===== src/rtl/gg_pkg.sv =====
package gg_pkg;
  // Bits needed to hold a count from 0 to n inclusive.
  function automatic int cnt_w(input int n);
    return (n < 1) ? 1 : $clog2(n + 1);
  endfunction
endpackage


===== src/rtl/gg_input_stage.sv =====
module gg_input_stage (
  input  logic clk,
  input  logic rst,
  input  logic drv_in,
  input  logic pol_inv,
  output logic demand,
  output logic edge_seen
);
  logic in_q;
  logic in_prev;

  always_ff @(posedge clk) begin
    if (rst) begin
      in_q    <= 1'b0;
      in_prev <= 1'b0;
    end else begin
      in_q    <= drv_in;
      in_prev <= in_q;
    end
  end

  // Polarity: pol_inv=0 -> low input requests on; pol_inv=1 -> high input requests on.
  assign demand    = in_q ~^ pol_inv;
  // Raw input edges are acknowledged regardless of polarity.
  assign edge_seen = in_q ^ in_prev;
endmodule


===== src/rtl/gg_ack_timer.sv =====
module gg_ack_timer #(
  parameter int ACK_CYC = 4
) (
  input  logic clk,
  input  logic rst,
  input  logic edge_seen,
  output logic ack_busy_nx
);
  localparam int AW = gg_pkg::cnt_w(ACK_CYC);

  logic [AW-1:0] ack_cnt;
  logic [AW-1:0] ack_nx;

  always_comb begin
    if (edge_seen)            ack_nx = AW'(ACK_CYC);
    else if (ack_cnt != '0)   ack_nx = ack_cnt - AW'(1);
    else                      ack_nx = '0;
    ack_busy_nx = (ack_nx != '0);
  end

  always_ff @(posedge clk) begin
    if (rst) ack_cnt <= '0;
    else     ack_cnt <= ack_nx;
  end

  // each edge reloads the full pulse length, even mid-pulse.
  a_r10_restart_full: assert property (@(posedge clk) disable iff (rst)
    edge_seen |=> (ack_cnt == AW'(ACK_CYC)));
endmodule


===== src/rtl/gg_fault_ctrl.sv =====
module gg_fault_ctrl #(
  parameter int RESP_CYC  = 6,
  parameter int BLOCK_CYC = 20
) (
  input  logic clk,
  input  logic rst,
  input  logic demand,
  input  logic desat_flag,
  input  logic supply_ok,
  input  logic series_mode,
  output logic gate_q,
  output logic blk_busy_nx
);
  localparam int RW = gg_pkg::cnt_w(RESP_CYC);
  localparam int BW = gg_pkg::cnt_w(BLOCK_CYC);

  logic [RW-1:0] on_cnt;
  logic [BW-1:0] blk_cnt;
  logic [BW-1:0] blk_nx;
  logic          armed;
  logic          trip;
  logic          gate_nx;

  always_comb begin
    armed = gate_q && (on_cnt == RW'(RESP_CYC));
    trip  = armed && desat_flag && (blk_cnt == '0);
    if (trip)                blk_nx = BW'(BLOCK_CYC);
    else if (blk_cnt != '0)  blk_nx = blk_cnt - BW'(1);
    else                     blk_nx = '0;
    blk_busy_nx = (blk_nx != '0);
    gate_nx = demand && (series_mode || (!blk_busy_nx && supply_ok));
  end

  always_ff @(posedge clk) begin
    if (rst) begin
      gate_q  <= 1'b0;
      on_cnt  <= '0;
      blk_cnt <= '0;
    end else begin
      gate_q  <= gate_nx;
      blk_cnt <= blk_nx;
      if (!gate_q)                        on_cnt <= '0;
      else if (on_cnt != RW'(RESP_CYC))   on_cnt <= on_cnt + RW'(1);
    end
  end

  // inside the settling window no blocking period can start.
  a_r4_no_early_trip: assert property (@(posedge clk) disable iff (rst)
    (gate_q && on_cnt != RW'(RESP_CYC) && blk_cnt == '0) |=> (blk_cnt == '0));

  // a running block set up in normal mode holds the gate off.
  a_r5_block_holds_off: assert property (@(posedge clk) disable iff (rst)
    ($past(!series_mode) && blk_cnt != '0) |-> !gate_q);

  // series mode never drops a demanded gate.
  a_r7_series_keeps_gate: assert property (@(posedge clk) disable iff (rst)
    (series_mode && demand) |=> gate_q);
endmodule


===== src/rtl/gate_guard.sv =====
module gate_guard #(
  parameter int RESP_CYC  = 6,
  parameter int BLOCK_CYC = 20,
  parameter int ACK_CYC   = 4
) (
  input  logic clk,
  input  logic rst,
  input  logic drv_in,
  input  logic pol_inv,
  input  logic series_mode,
  input  logic desat_flag,
  input  logic supply_ok,
  output logic gate_on,
  output logic status_sink
);
  logic demand;
  logic edge_seen;
  logic blk_busy_nx;
  logic ack_busy_nx;
  logic gate_q;
  logic status_q;

  gg_input_stage u_in (
    .clk       (clk),
    .rst       (rst),
    .drv_in    (drv_in),
    .pol_inv   (pol_inv),
    .demand    (demand),
    .edge_seen (edge_seen)
  );

  gg_fault_ctrl #(.RESP_CYC(RESP_CYC), .BLOCK_CYC(BLOCK_CYC)) u_flt (
    .clk         (clk),
    .rst         (rst),
    .demand      (demand),
    .desat_flag  (desat_flag),
    .supply_ok   (supply_ok),
    .series_mode (series_mode),
    .gate_q      (gate_q),
    .blk_busy_nx (blk_busy_nx)
  );

  gg_ack_timer #(.ACK_CYC(ACK_CYC)) u_ack (
    .clk         (clk),
    .rst         (rst),
    .edge_seen   (edge_seen),
    .ack_busy_nx (ack_busy_nx)
  );

  // Status sink merges supply alarm, fault window and edge acknowledge.
  always_ff @(posedge clk) begin
    if (rst) status_q <= 1'b1;
    else     status_q <= !supply_ok || blk_busy_nx || ack_busy_nx;
  end

  assign gate_on     = gate_q;
  assign status_sink = status_q;

  // a low supply sample always darkens the status fiber.
  a_r8_low_supply_status: assert property (@(posedge clk) disable iff (rst)
    $past(!supply_ok) |-> status_q);

  // in normal mode a low supply sample turns the gate off.
  a_r8_low_supply_gate: assert property (@(posedge clk) disable iff (rst)
    $past(!supply_ok && !series_mode) |-> !gate_q);

  // every raw input edge is acknowledged on the next edge.
  a_r9_edge_acked: assert property (@(posedge clk) disable iff (rst)
    edge_seen |=> status_q);
endmodule


===== config.mk =====
export PLATFORM = sky130hd
export DESIGN_NAME = gate_guard
export DESIGN_NICKNAME = d
export VERILOG_FILES = /design/src/rtl/gg_pkg.sv /design/src/rtl/gg_input_stage.sv /design/src/rtl/gg_ack_timer.sv /design/src/rtl/gg_fault_ctrl.sv /design/src/rtl/gate_guard.sv
export SDC_FILE = /design/constraint.sdc
export NUM_CORES = 1
export LEC_CHECK = 0
export ABC_AREA = 1
export BUFFER_PORTS_ARGS = -buffer_cell sky130_fd_sc_hd__buf_2
export CORE_MARGIN = 3
export CORE_UTILIZATION = 50
export DETAILED_ROUTE_END_ITERATION = 6
export GPL_ROUTABILITY_DRIVEN = 1
export GPL_TIMING_DRIVEN = 0
export PLACE_DENSITY = 0.8
export SLEW_MARGIN = 20
export SYNTH_ARGS = -nofsm -noshare
export SYNTH_HDL_FRONTEND = slang
export SYNTH_SLANG_ARGS = --single-unit

===== constraint.sdc =====
create_clock -name clk -period 3.9 [get_ports clk]
set_clock_uncertainty 0.1 [all_clocks]
set_input_delay 0.39 -clock clk [delete_from_list [all_inputs] [get_ports clk]]
set_output_delay 0.39 -clock clk [all_outputs]
set_load 0.02 [all_outputs]

==> impl_metrics.toml, run 1 <==
[routing]
ant_nets = 0
wl_per_cell_um = 9.548
first_pass_iters = 4
num_vias = 560
drt_first_iter_violations = 19
drc_errors = 0
vias_per_cell = 4.870
wirelength_um = 1098

[hold_path]
hp-start = "drv_in"
holdPathStages = 3
hp-class = "input port to flip-flop"
hold_path_end = "u_in.in_q$_SDFF_PP0_"

[die]
fp.dieW_um = 43.24
num_io_pins = 9
fp-row-count = 12
die-area_um2 = 1869
die_h_um = 43.24
start_util_pct = 57.71
core_area_um2 = 1201

[critical_path]
cp-start-kind = "flip-flop"
worstSetupEndpointType = "flip-flop"
r2r-start = "u_flt.on_cnt[0]$_SDFFE_PP0P_"
crit_required_ps = 4020
cp_slowest_stage_delay_ps = 380
worst_ep_arrival_time_ps = 1610
r2r_end = "u_flt.gate_q$_SDFF_PP0_"
crit_slowest_cell = "dfxtp_1"
rr_worst_depth = 9
reg2reg_slack_ps = 2400
setup.worst_path.class = "flip-flop to flip-flop"
crit_top_cell = "nand2_1"
crit_chain = "inv_1 -> ha_1 -> nand2_1 -> nor2_1 -> nand3_1 -> nand2_1 -> nor2_2 -> nand2_1 -> a21oi_2"
cp_max_fo = 5

[global_route]
grt_max_degree = 11
grtUsageTotal_pct = 13.84
grt_pass1_vias = 517
overflow = 0
antenna_found_initial = 0
grt_first_pass_wirelength_um = 1980

[clock_network]
path_clk_slew_ps = 90
hold_buffers = 0
root_buffer = "clkbuf_4"
cts_buffers = 3
cts.sinks = 15
cts_tree = "built"
h-tree-depth = 1
cts_resized = 0
cts_buffer_depth = 2
clk_latency_ps = 280
cts_setup_buffers = 0

[status]
status = "finished, final reports clean"

[placed_design]
place_inst = 111
place_congestion = 0.8474
port_buffers = 8
dp_slack_ps = 2433
place_hpwl_um = 835.3
placed_area_um2 = 750.7

[timing]
tns_ps = 0
relSlewSlack_pct = 74.04
finalSetupViolCount = 0
rsz0062_at_grt = "false"
post-route-period-util_pct = 38.37
layout_setup_ws_ps = 2403
fmax_mhz = 668.2
fin_crit_ps = 1497
worstMarginPinSlew_ps = 389.4
report.final.hold_viol_count = 0
slew_viol_final = 0
finalHoldWorstSlack_ps = 204.3

[cells_and_area]
regArea_um2 = 300.3
fill_cells = 112
diodes = 0
drive_above_1_share_pct = 16.83
fin_cells = 115
nets = 114
final_cell_area_um2 = 777.0
multi_input_area_um2 = 329.1
areaGrowthSynthToFinish_pct = 12.09

[logic_synthesis]
syn_inst = 89
syn_area_um2 = 693.2
yosys.area.top_type = "dfxtp_1"
synth_top_cell_area_share_pct = 43.32
yosys_warnings = 0
syn_nets = 101
seq_area_frac_synth_pct = 43.32
postSynthAreaPerCell_um2 = 7.788
synth.top_cells.by_area = "dfxtp_1 (43%), ha_1 (9.0%), inv_1 (8.7%)"
ys_ff_latch = 15
yosysUniqueCellTypes = 19

[power]
peakVddDrop_v = 0.0004397
power_frac_clock_pct = 17.7
p_int_uw = 295.0
sw_frac_of_total_pct = 39.50
power.density_nw_per_um2 = 627.6
switchingPower_uw = 192.6
comb_power_share_pct = 42.1
cellLeakagePower_nw = 0.3736
p_seq_share_pct = 40.2

[run]
max-cap-violations = 0
## per-stage QoR
step / util (%) / power [mW]
5_1_grt: 64.69 / 0.5335
4_1_cts: 64.69 / 0.4905
3_5_place_dp: 62.50 / 0.4028
2_1_floorplan: - / 0.3704
6_report: 64.69 / 0.4876
3_3_place_gp: 62.50 / 0.3994
## critical path: cells and delay by family (launching register included)
| kind | cells | cell delay (ps) |
|---|---|---|
| compound gates | 1 | 110 |
| buf+inv | 1 | 60 |
| simple gates | 6 | 580 |
| fa+ha+maj | 1 | 200 |
| flops | 1 | 380 |
## sequential cells by signal, indices dropped and copies added, names as in the netlist
name,count
status_sink,1
u_in.in_prev,1
u_flt.on_cnt,3
u_flt.blk_cnt,5
u_in.in_q,1
u_flt.gate_q,1
u_ack.ack_cnt,3
## worst max-delay path by stage
stage | start | to
finish | u_flt.on_cnt[0]$_SDFFE_PP0P_ | u_flt.gate_q$_SDFF_PP0_
detailed placement | u_flt.on_cnt[0]$_SDFFE_PP0P_ | u_flt.gate_q$_SDFF_PP0_
global route | u_flt.on_cnt[0]$_SDFFE_PP0P_ | u_flt.gate_q$_SDFF_PP0_
CTS | u_flt.on_cnt[0]$_SDFFE_PP0P_ | u_flt.gate_q$_SDFF_PP0_
global placement | u_flt.on_cnt[0]$_SDFFE_PP0P_ | status_sink$_SDFF_PP1_
floorplan | u_flt.on_cnt[0]$_SDFFE_PP0P_ | u_flt.gate_q$_SDFF_PP0_
## cells by family after synthesis
family	Yosys count	share of synthesized area [%]
compound gates	14	11.19
xor+xnor	2	2.528
fa+ha+maj	5	9.025
buf+inv	17	9.206
flops	15	43.32
simple gates	36	24.73
## synth_stat cells
| cell | instances |
|---|---|
| nand3_2 | 2 |
| o21ai_0 | 4 |
| nand4_1 | 1 |
| nand3_1 | 2 |
| nor4_1 | 2 |
| a21oi_2 | 1 |
| nor2_4 | 1 |
| ha_1 | 5 |
| xor2_1 | 2 |
| a21oi_1 | 7 |
| dfxtp_1 | 15 |
| clkbuf_1 | 1 |
| a31oi_1 | 1 |
| inv_1 | 16 |
| nor2_1 | 12 |
| nor3_1 | 1 |
| nor2_2 | 2 |
| nand2_1 | 13 |
| o21bai_1 | 1 |
## layer usage
metal	routed length, um	vias up	share of wire [%]	global-route usage [%]
met1	535	231	49	17.86
met3	77	5	7.0	2.542
met4	24	0	2.2	7.229
met2	461	20	42	21.53
li1	-	304	-	-
met5	0	-	0	0
## final cells by class
type	instances	area share (%)
clock buffer	4	3.382
inverter	16	7.729
multi-input combinational	57	42.35
timing repair buffer	8	5.153
buffer	1	0.4831
sequential	15	38.65
tap	14	2.254
## power by group through the flow
stage	sequential (mW)	combinational (mW)	clock, mW
detailed placement	0.199	0.204	0
CTS	0.196	0.207	0.0879
global route	0.199	0.239	0.0959
floorplan	0.199	0.171	0
finish	0.196	0.205	0.0862
global placement	0.198	0.201	0
## layout by cell type (no fill, tap or decap), types with 2 or more instances in the layout
| cell type | instances |
|---|---|
| o21ai_0 | 4 |
| clkbuf_1 | 2 |
| nand3_2 | 2 |
| clkbuf_4 | 3 |
| nand3_1 | 2 |
| inv_1 | 16 |
| nor2_2 | 2 |
| a21oi_1 | 7 |
| dfxtp_1 | 15 |
| nand2_1 | 13 |
| xor2_1 | 2 |
| nor4_1 | 2 |
| nor2_1 | 12 |
| ha_1 | 5 |
| buf_2 | 8 |
(Power assumes the default switching activity.)
==> inputs of run 2 (changes only) <==
==> constraint.sdc (replaced) <==
create_clock -name clk -period 1.5 [get_ports clk]
set_clock_uncertainty 0.1 [all_clocks]
set_input_delay 0.15 -clock clk [delete_from_list [all_inputs] [get_ports clk]]
set_output_delay 0.15 -clock clk [all_outputs]
set_load 0.02 [all_outputs]
==> run 2 against run 1 <==
Compared with the run above: hold slack worse by 190 ps; via count stayed put; highest routed layer unchanged; critical endpoint unchanged; sequential power grew to 2.6 times the previous value; sequential share of layout area is 1.2 points lower.
==> impl_metrics.toml, run 2 (synthesis results as in run 1) <==
[placed_design]
port_buffers = 8
place_congestion = 0.8474
place_inst = 111
place_hpwl_um = 835.3

[timing]
report.final.hold_viol_count = 0
rsz0062_at_grt = "false"
finalSetupViolCount = 0
worstMarginPinSlew_ps = 400.0
relSlewSlack_pct = 73.33
finalHoldWorstSlack_ps = 16.55
fin_crit_ps = 1406
slew_viol_final = 0
post-route-period-util_pct = 93.75
fmax_mhz = 711.1
tns_ps = 0

[hold_path]
hp-class = "input port to flip-flop"
hp-start = "series_mode"

[clock_network]
clk_latency_ps = 270
cts_tree = "built"
cts_buffers = 3
root_buffer = "clkbuf_4"
h-tree-depth = 1
path_clk_slew_ps = 80
cts.sinks = 15
cts_setup_buffers = 0
cts_buffer_depth = 2

[cells_and_area]
fill_cells = 108
fin_cells = 116
layout_common_cells = "inv_1 (16), dfxtp_1 (14), nand2_1 (12)"
reg_top3 = "u_flt.blk_cnt: 5 flops, u_ack.ack_cnt: 3 flops, u_flt.on_cnt: 3 flops"
regArea_um2 = 301.5
final_common_cell = "inv_1"
areaGrowthSynthToFinish_pct = 16.25
largest_reg_flops = 5
multi_input_area_um2 = 346.6
largest_register = "u_flt.blk_cnt"
nets = 115
drive_above_1_share_pct = 20.59
diodes = 0

[power]
p_int_uw = 794.9
power_frac_clock_pct = 17.2
finalPower_mw = 1.311
p_seq_share_pct = 39.0
peakVddDrop_v = 0.001152
comb_power_share_pct = 43.9
sw_frac_of_total_pct = 39.39
power.density_nw_per_um2 = 1628
switchingPower_uw = 516.6
cellLeakagePower_nw = 0.3811

[routing]
ant_nets = 0
wirelength_um = 1167
vias_per_cell = 4.828
wl_per_cell_um = 10.06
num_vias = 560
first_pass_iters = 4
drt_first_iter_violations = 19
drc_errors = 0

[critical_path]
cp-start-kind = "flip-flop"
worst_ep_arrival_time_ps = 1520
worstSetupEndpointType = "flip-flop"
crit_required_ps = 1620
setup.worst_path.class = "flip-flop to flip-flop"
crit_start = "u_flt.on_cnt[0]$_SDFFE_PP0P_"
cp_max_fo = 5
r2r-start = "u_flt.on_cnt[0]$_SDFFE_PP0P_"

[global_route]
antenna_found_initial = 0
overflow = 0
grtUsageTotal_pct = 13.84
grt_first_pass_wirelength_um = 1980
grt_max_degree = 11
grt_pass1_vias = 517

[die]
num_io_pins = 9
die_h_um = 43.24
core_area_um2 = 1201
start_util_pct = 57.71
die-area_um2 = 1869
fp-row-count = 12
fp.dieW_um = 43.24

[status]
status = "finished, final reports clean"

[run]
max-cap-violations = 0
run 2: cell types whose count changed in the layout (fill, tap and decap cells not counted):
cell / delta
nand2_2: +1
nand2_1: -1
ha_1: -1
nor2_2: +1
dfxtp_2: +1
dfxtp_1: -1
nor2_1: -1
ha_4: +1
dlygate4sd3_1: +1
run 2: per-layer routing:
| layer | track usage (%) | wire, um | up-vias |
|---|---|---|---|
| met4 | 7.229 | 8 | 0 |
| met3 | 2.542 | 65 | 2 |
| met2 | 21.53 | 485 | 16 |
| li1 | - | - | 309 |
| met5 | 0 | 0 | - |
| met1 | 17.86 | 607 | 233 |
run 2: final timing paths:
path	endpoint	slack, ps	depth (start not counted)
worst max-delay path	u_flt.gate_q$_SDFF_PP0_	90	9
worst min-delay path	u_flt.gate_q$_SDFF_PP0_	20	3
worst max register to register	u_flt.gate_q$_SDFF_PP0_	90	9
worst min register to register	u_flt.on_cnt[0]$_SDFFE_PP0P_	360	1
run 2: cell type report:
| type | count | area share [%] |
|---|---|---|
| Buffer | 1 | 0.4658 |
| Tap cell | 14 | 2.174 |
| Clock buffer | 4 | 3.261 |
| Multi-Input combinational cell | 57 | 43.01 |
| Inverter | 16 | 7.453 |
| Sequential cell | 15 | 37.42 |
| Timing Repair Buffer | 9 | 6.211 |
run 2: timing repair:
| item | CTS | global route |
|---|---|---|
| gates resized for setup | 0 | 5 |
| hold buffers | 1 | 0 |
| endpoints found under the hold margin | 1 | 0 |
| setup endpoints to repair | 0 | 2 |
run 2: power by group through the flow:
stage | Combinational [mW] | Clock, mW | Sequential [mW]
2_1_floorplan | 0.446 | 0 | 0.517
3_3_place_gp | 0.523 | 0 | 0.516
3_5_place_dp | 0.530 | 0 | 0.517
4_1_cts | 0.540 | 0.229 | 0.509
5_1_grt | 0.662 | 0.248 | 0.518
6_report | 0.575 | 0.225 | 0.511
run 2: worst max-delay path: stages (launching register included):
cell and delay, ps:
dfxtp_2 360, inv_1 50, ha_1 210, nand2_2 100
nor2_1 60, nand3_1 100, nand2_1 70, nor2_2 100
nand2_1 80, a21oi_2 110
run 2: stage by stage:
| step | worst slack, ps | utilization, % | cell area [um2] |
|---|---|---|---|
| 2_1_floorplan | 171.9 | - | 693.2 |
| 3_3_place_gp | 53.77 | 62.50 | 750.7 |
| 3_5_place_dp | 33.18 | 62.50 | 750.7 |
| 4_1_cts | 7.040 | 65.52 | 787.0 |
| 5_1_grt | 4.326 | 67.08 | 805.8 |
| 6_report | 93.72 | 67.08 | 805.8 |
==> inputs of run 3 (changes only) <==
--- a/config.mk
+++ b/config.mk
@@ -5,7 +5,7 @@
 export SDC_FILE = /design/constraint.sdc
 export NUM_CORES = 1
 export LEC_CHECK = 0
-export ABC_AREA = 1
+export ABC_AREA = 0
 export BUFFER_PORTS_ARGS = -buffer_cell sky130_fd_sc_hd__buf_2
 export CORE_MARGIN = 3
 export CORE_UTILIZATION = 50
==> run 3 against run 2 <==
Compared with the run above: the flow now finishes with violations (setup timing); combinational power grew 22%; flip-flop and latch count is the same; via count shrank 2.1%; first-iteration DRC count shrank 63%; area after synthesis shrank 2.2%; global-route usage grew 1.7 points; largest power group unchanged; sequential share of layout area shrank 1.8 points; final cell count shrank 6.9%; sequential power grew 0.8%; fmax shrank 23%.
==> impl_metrics.toml, run 3 <==
[status]
status = "finished, violations left"
violations = "setup timing"

[placed_design]
dp_slack_ps = -406.1
place_inst = 98
port_buffers = 8
place_congestion = 0.8501
placed_area_um2 = 749.5
place_hpwl_um = 784

[global_route]
antenna_found_initial = 0
overflow = 0
grt_pass1_vias = 515
grt_first_pass_wirelength_um = 2104
grtUsageTotal_pct = 15.57
grt_max_degree = 11

[run]
max-cap-violations = 0

[die]
die-area_um2 = 1834
start_util_pct = 57.17
die_h_um = 42.83
fp-row-count = 12
fp.dieW_um = 42.83
num_io_pins = 9
core_area_um2 = 1186

[hold_path]
hp-class = "input port to flip-flop"
holdPathStages = 2

[routing]
routedLengthMet1_um = 541
highest_layer = "met4"
met2_length_um = 588
drc_errors = 0
wirelength_um = 1238
drt_first_iter_violations = 7
vias_per_cell = 5.074
num_vias = 548
ant_nets = 0
wl_met3_um = 90
first_pass_iters = 4
wl_per_cell_um = 11.46

[critical_path]
worst_ep_arrival_time_ps = 1890
crit_slowest_cell = "or3b_4"
cp_slowest_stage_delay_ps = 370
crit_chain = "inv_2 -> ha_4 -> or3b_4 -> maj3_2 -> a211o_1 -> nand4bb_1"
cp-start-kind = "flip-flop"
crit_cells = 6
setup.worst_path.class = "flip-flop to flip-flop"
crit_required_ps = 1570
worstSetupEndpointType = "flip-flop"
cp.buffers_inverters = 1
cp_max_fo = 2
rr_worst_depth = 6
path_delay_family = "simple AND/OR/NAND/NOR gates"

[logic_synthesis]
yosysUniqueCellTypes = 21
synth_top_cell_area_share_pct = 44.28
ys_ff_latch = 15
seq_area_frac_synth_pct = 44.28
yosys.area.top_type = "dfxtp_1"
yosys_warnings = 0
synth_common_cells = "dfxtp_1 (15), nor2_1 (9), inv_1 (8)"
async_flop_share_pct = 0
synth_edf_count = 0
syn_inst = 76
postSynthAreaPerCell_um2 = 8.923
synth_top_flop_cell = "dfxtp_1"
syn_area_um2 = 678.2
synth.top_cells.by_area = "dfxtp_1 (44%), ha_1 (9.2%), nor2_1 (5.0%)"
yosysMostFrequentCell = "dfxtp_1"
syn_nets = 88

[timing]
layout_setup_ws_ps = -322.2
finalHoldWorstSlack_ps = 11.61
fmax_mhz = 548.8
fin_crit_ps = 1822
worstMarginPinSlew_ps = 404.6
tns_ps = -675.0
rsz0062_at_grt = "true"
slew_viol_final = 0
post-route-period-util_pct = 121.5
report.final.hold_viol_count = 0
finalSetupViolCount = 3
relSlewSlack_pct = 73.03

[cells_and_area]
fill_cells = 92
largest_register = "u_flt.blk_cnt"
layout_common_cells = "dfxtp_1 (13), nor2_1 (8), buf_2 (8)"
drive_above_1_share_pct = 28.72
fin_cells = 108
diodes = 0
final_common_cell = "dfxtp_1"
nets = 107
areaGrowthSynthToFinish_pct = 25.46
reg_top3 = "u_flt.blk_cnt: 5 flops, u_ack.ack_cnt: 3 flops, u_flt.on_cnt: 3 flops"
largest_reg_flops = 5
final_cell_area_um2 = 850.8
multi_input_area_um2 = 379.1
regArea_um2 = 302.8

[power]
cellLeakagePower_nw = 0.3544
peakVddDrop_v = 0.0009155
comb_power_share_pct = 48.6
power_frac_clock_pct = 15.6
sw_frac_of_total_pct = 35.49
p_seq_share_pct = 35.8
p_int_uw = 929.1
power.density_nw_per_um2 = 1693
switchingPower_uw = 511.1

[clock_network]
root_buffer = "clkbuf_4"
cts_tree = "built"
h-tree-depth = 1
cts.sinks = 15
path_clk_slew_ps = 90
cts_buffer_depth = 2
cts_buffers = 3
clk_latency_ps = 290
-- run 3: worst reg2reg max path, stage by stage, from the launching register on --
cell       delay (ps)
dfxtp_2           330
inv_2              60
ha_4              120
or3b_4            370
maj3_2            290
a211o_1           250
nand4bb_1         190
-- run 3: path summary, 6_finish.rpt --
check	startpoint	slack, ps	endpoint
max	u_flt.blk_cnt[0]$_SDFF_PP0_	-320	status_sink$_SDFF_PP1_
min	drv_in	10	u_in.in_q$_SDFF_PP0_
max reg2reg	u_flt.blk_cnt[0]$_SDFF_PP0_	-320	status_sink$_SDFF_PP1_
min reg2reg	u_ack.ack_cnt[0]$_SDFF_PP0_	380	u_ack.ack_cnt[0]$_SDFF_PP0_
-- run 3: kinds of logic (layout without fill, tap and decap cells) --
family / after synthesis / in the layout / share of synthesized area [%]
AND/OR/NAND/NOR: 31 / 31 / 23.80
AO/OA/AOI/OAI: 11 / 11 / 10.89
flip-flops: 15 / 15 / 44.28
buffers and inverters: 9 / 27 / 4.981
XOR/XNOR: 4 / 4 / 5.167
adder cells (fa/ha/maj): 6 / 6 / 10.89
-- run 3: layout make-up --
cell class	instances	area share (%)
Timing Repair Buffer	14	10.59
Clock buffer	3	2.647
Buffer	1	0.4412
Multi-Input combinational cell	52	44.56
Inverter	8	3.529
Sequential cell	15	35.59
Tap cell	14	2.059
Clock inverter	1	0.5882
-- run 3: through the flow --
| step | power (mW) | utilization (%) |
|---|---|---|
| 2_1_floorplan | 0.9541 | - |
| 3_3_place_gp | 1.028 | 63.19 |
| 3_5_place_dp | 1.041 | 63.19 |
| 4_1_cts | 1.394 | 70.78 |
| 5_1_grt | 1.534 | 71.73 |
| 6_report | 1.440 | 71.73 |
-- run 3: timing repair --
action	in CTS	in global routing
resized for setup	4	2
setup buffers	4	0
pin swaps	3	0
hold endpoints to repair	2	0
setup endpoints to repair	2	6
hold buffers	2	0
-- run 3: per-layer routing --
metal | track usage [%] | vias to the layer above
li1 | - | 290
met1 | 18.77 | 237
met2 | 23.35 | 16
met3 | 8.898 | 5
met4 | 4.348 | 0
met5 | 0 | -
-- run 3: power groups by stage --
| stage | Sequential [mW] | Clock, mW | Combinational (mW) |
|---|---|---|---|
| global placement | 0.526 | 0 | 0.502 |
| global route | 0.523 | 0.255 | 0.757 |
| detailed placement | 0.527 | 0 | 0.514 |
| floorplan | 0.529 | 0 | 0.425 |
| CTS | 0.514 | 0.236 | 0.645 |
| finish | 0.515 | 0.225 | 0.700 |
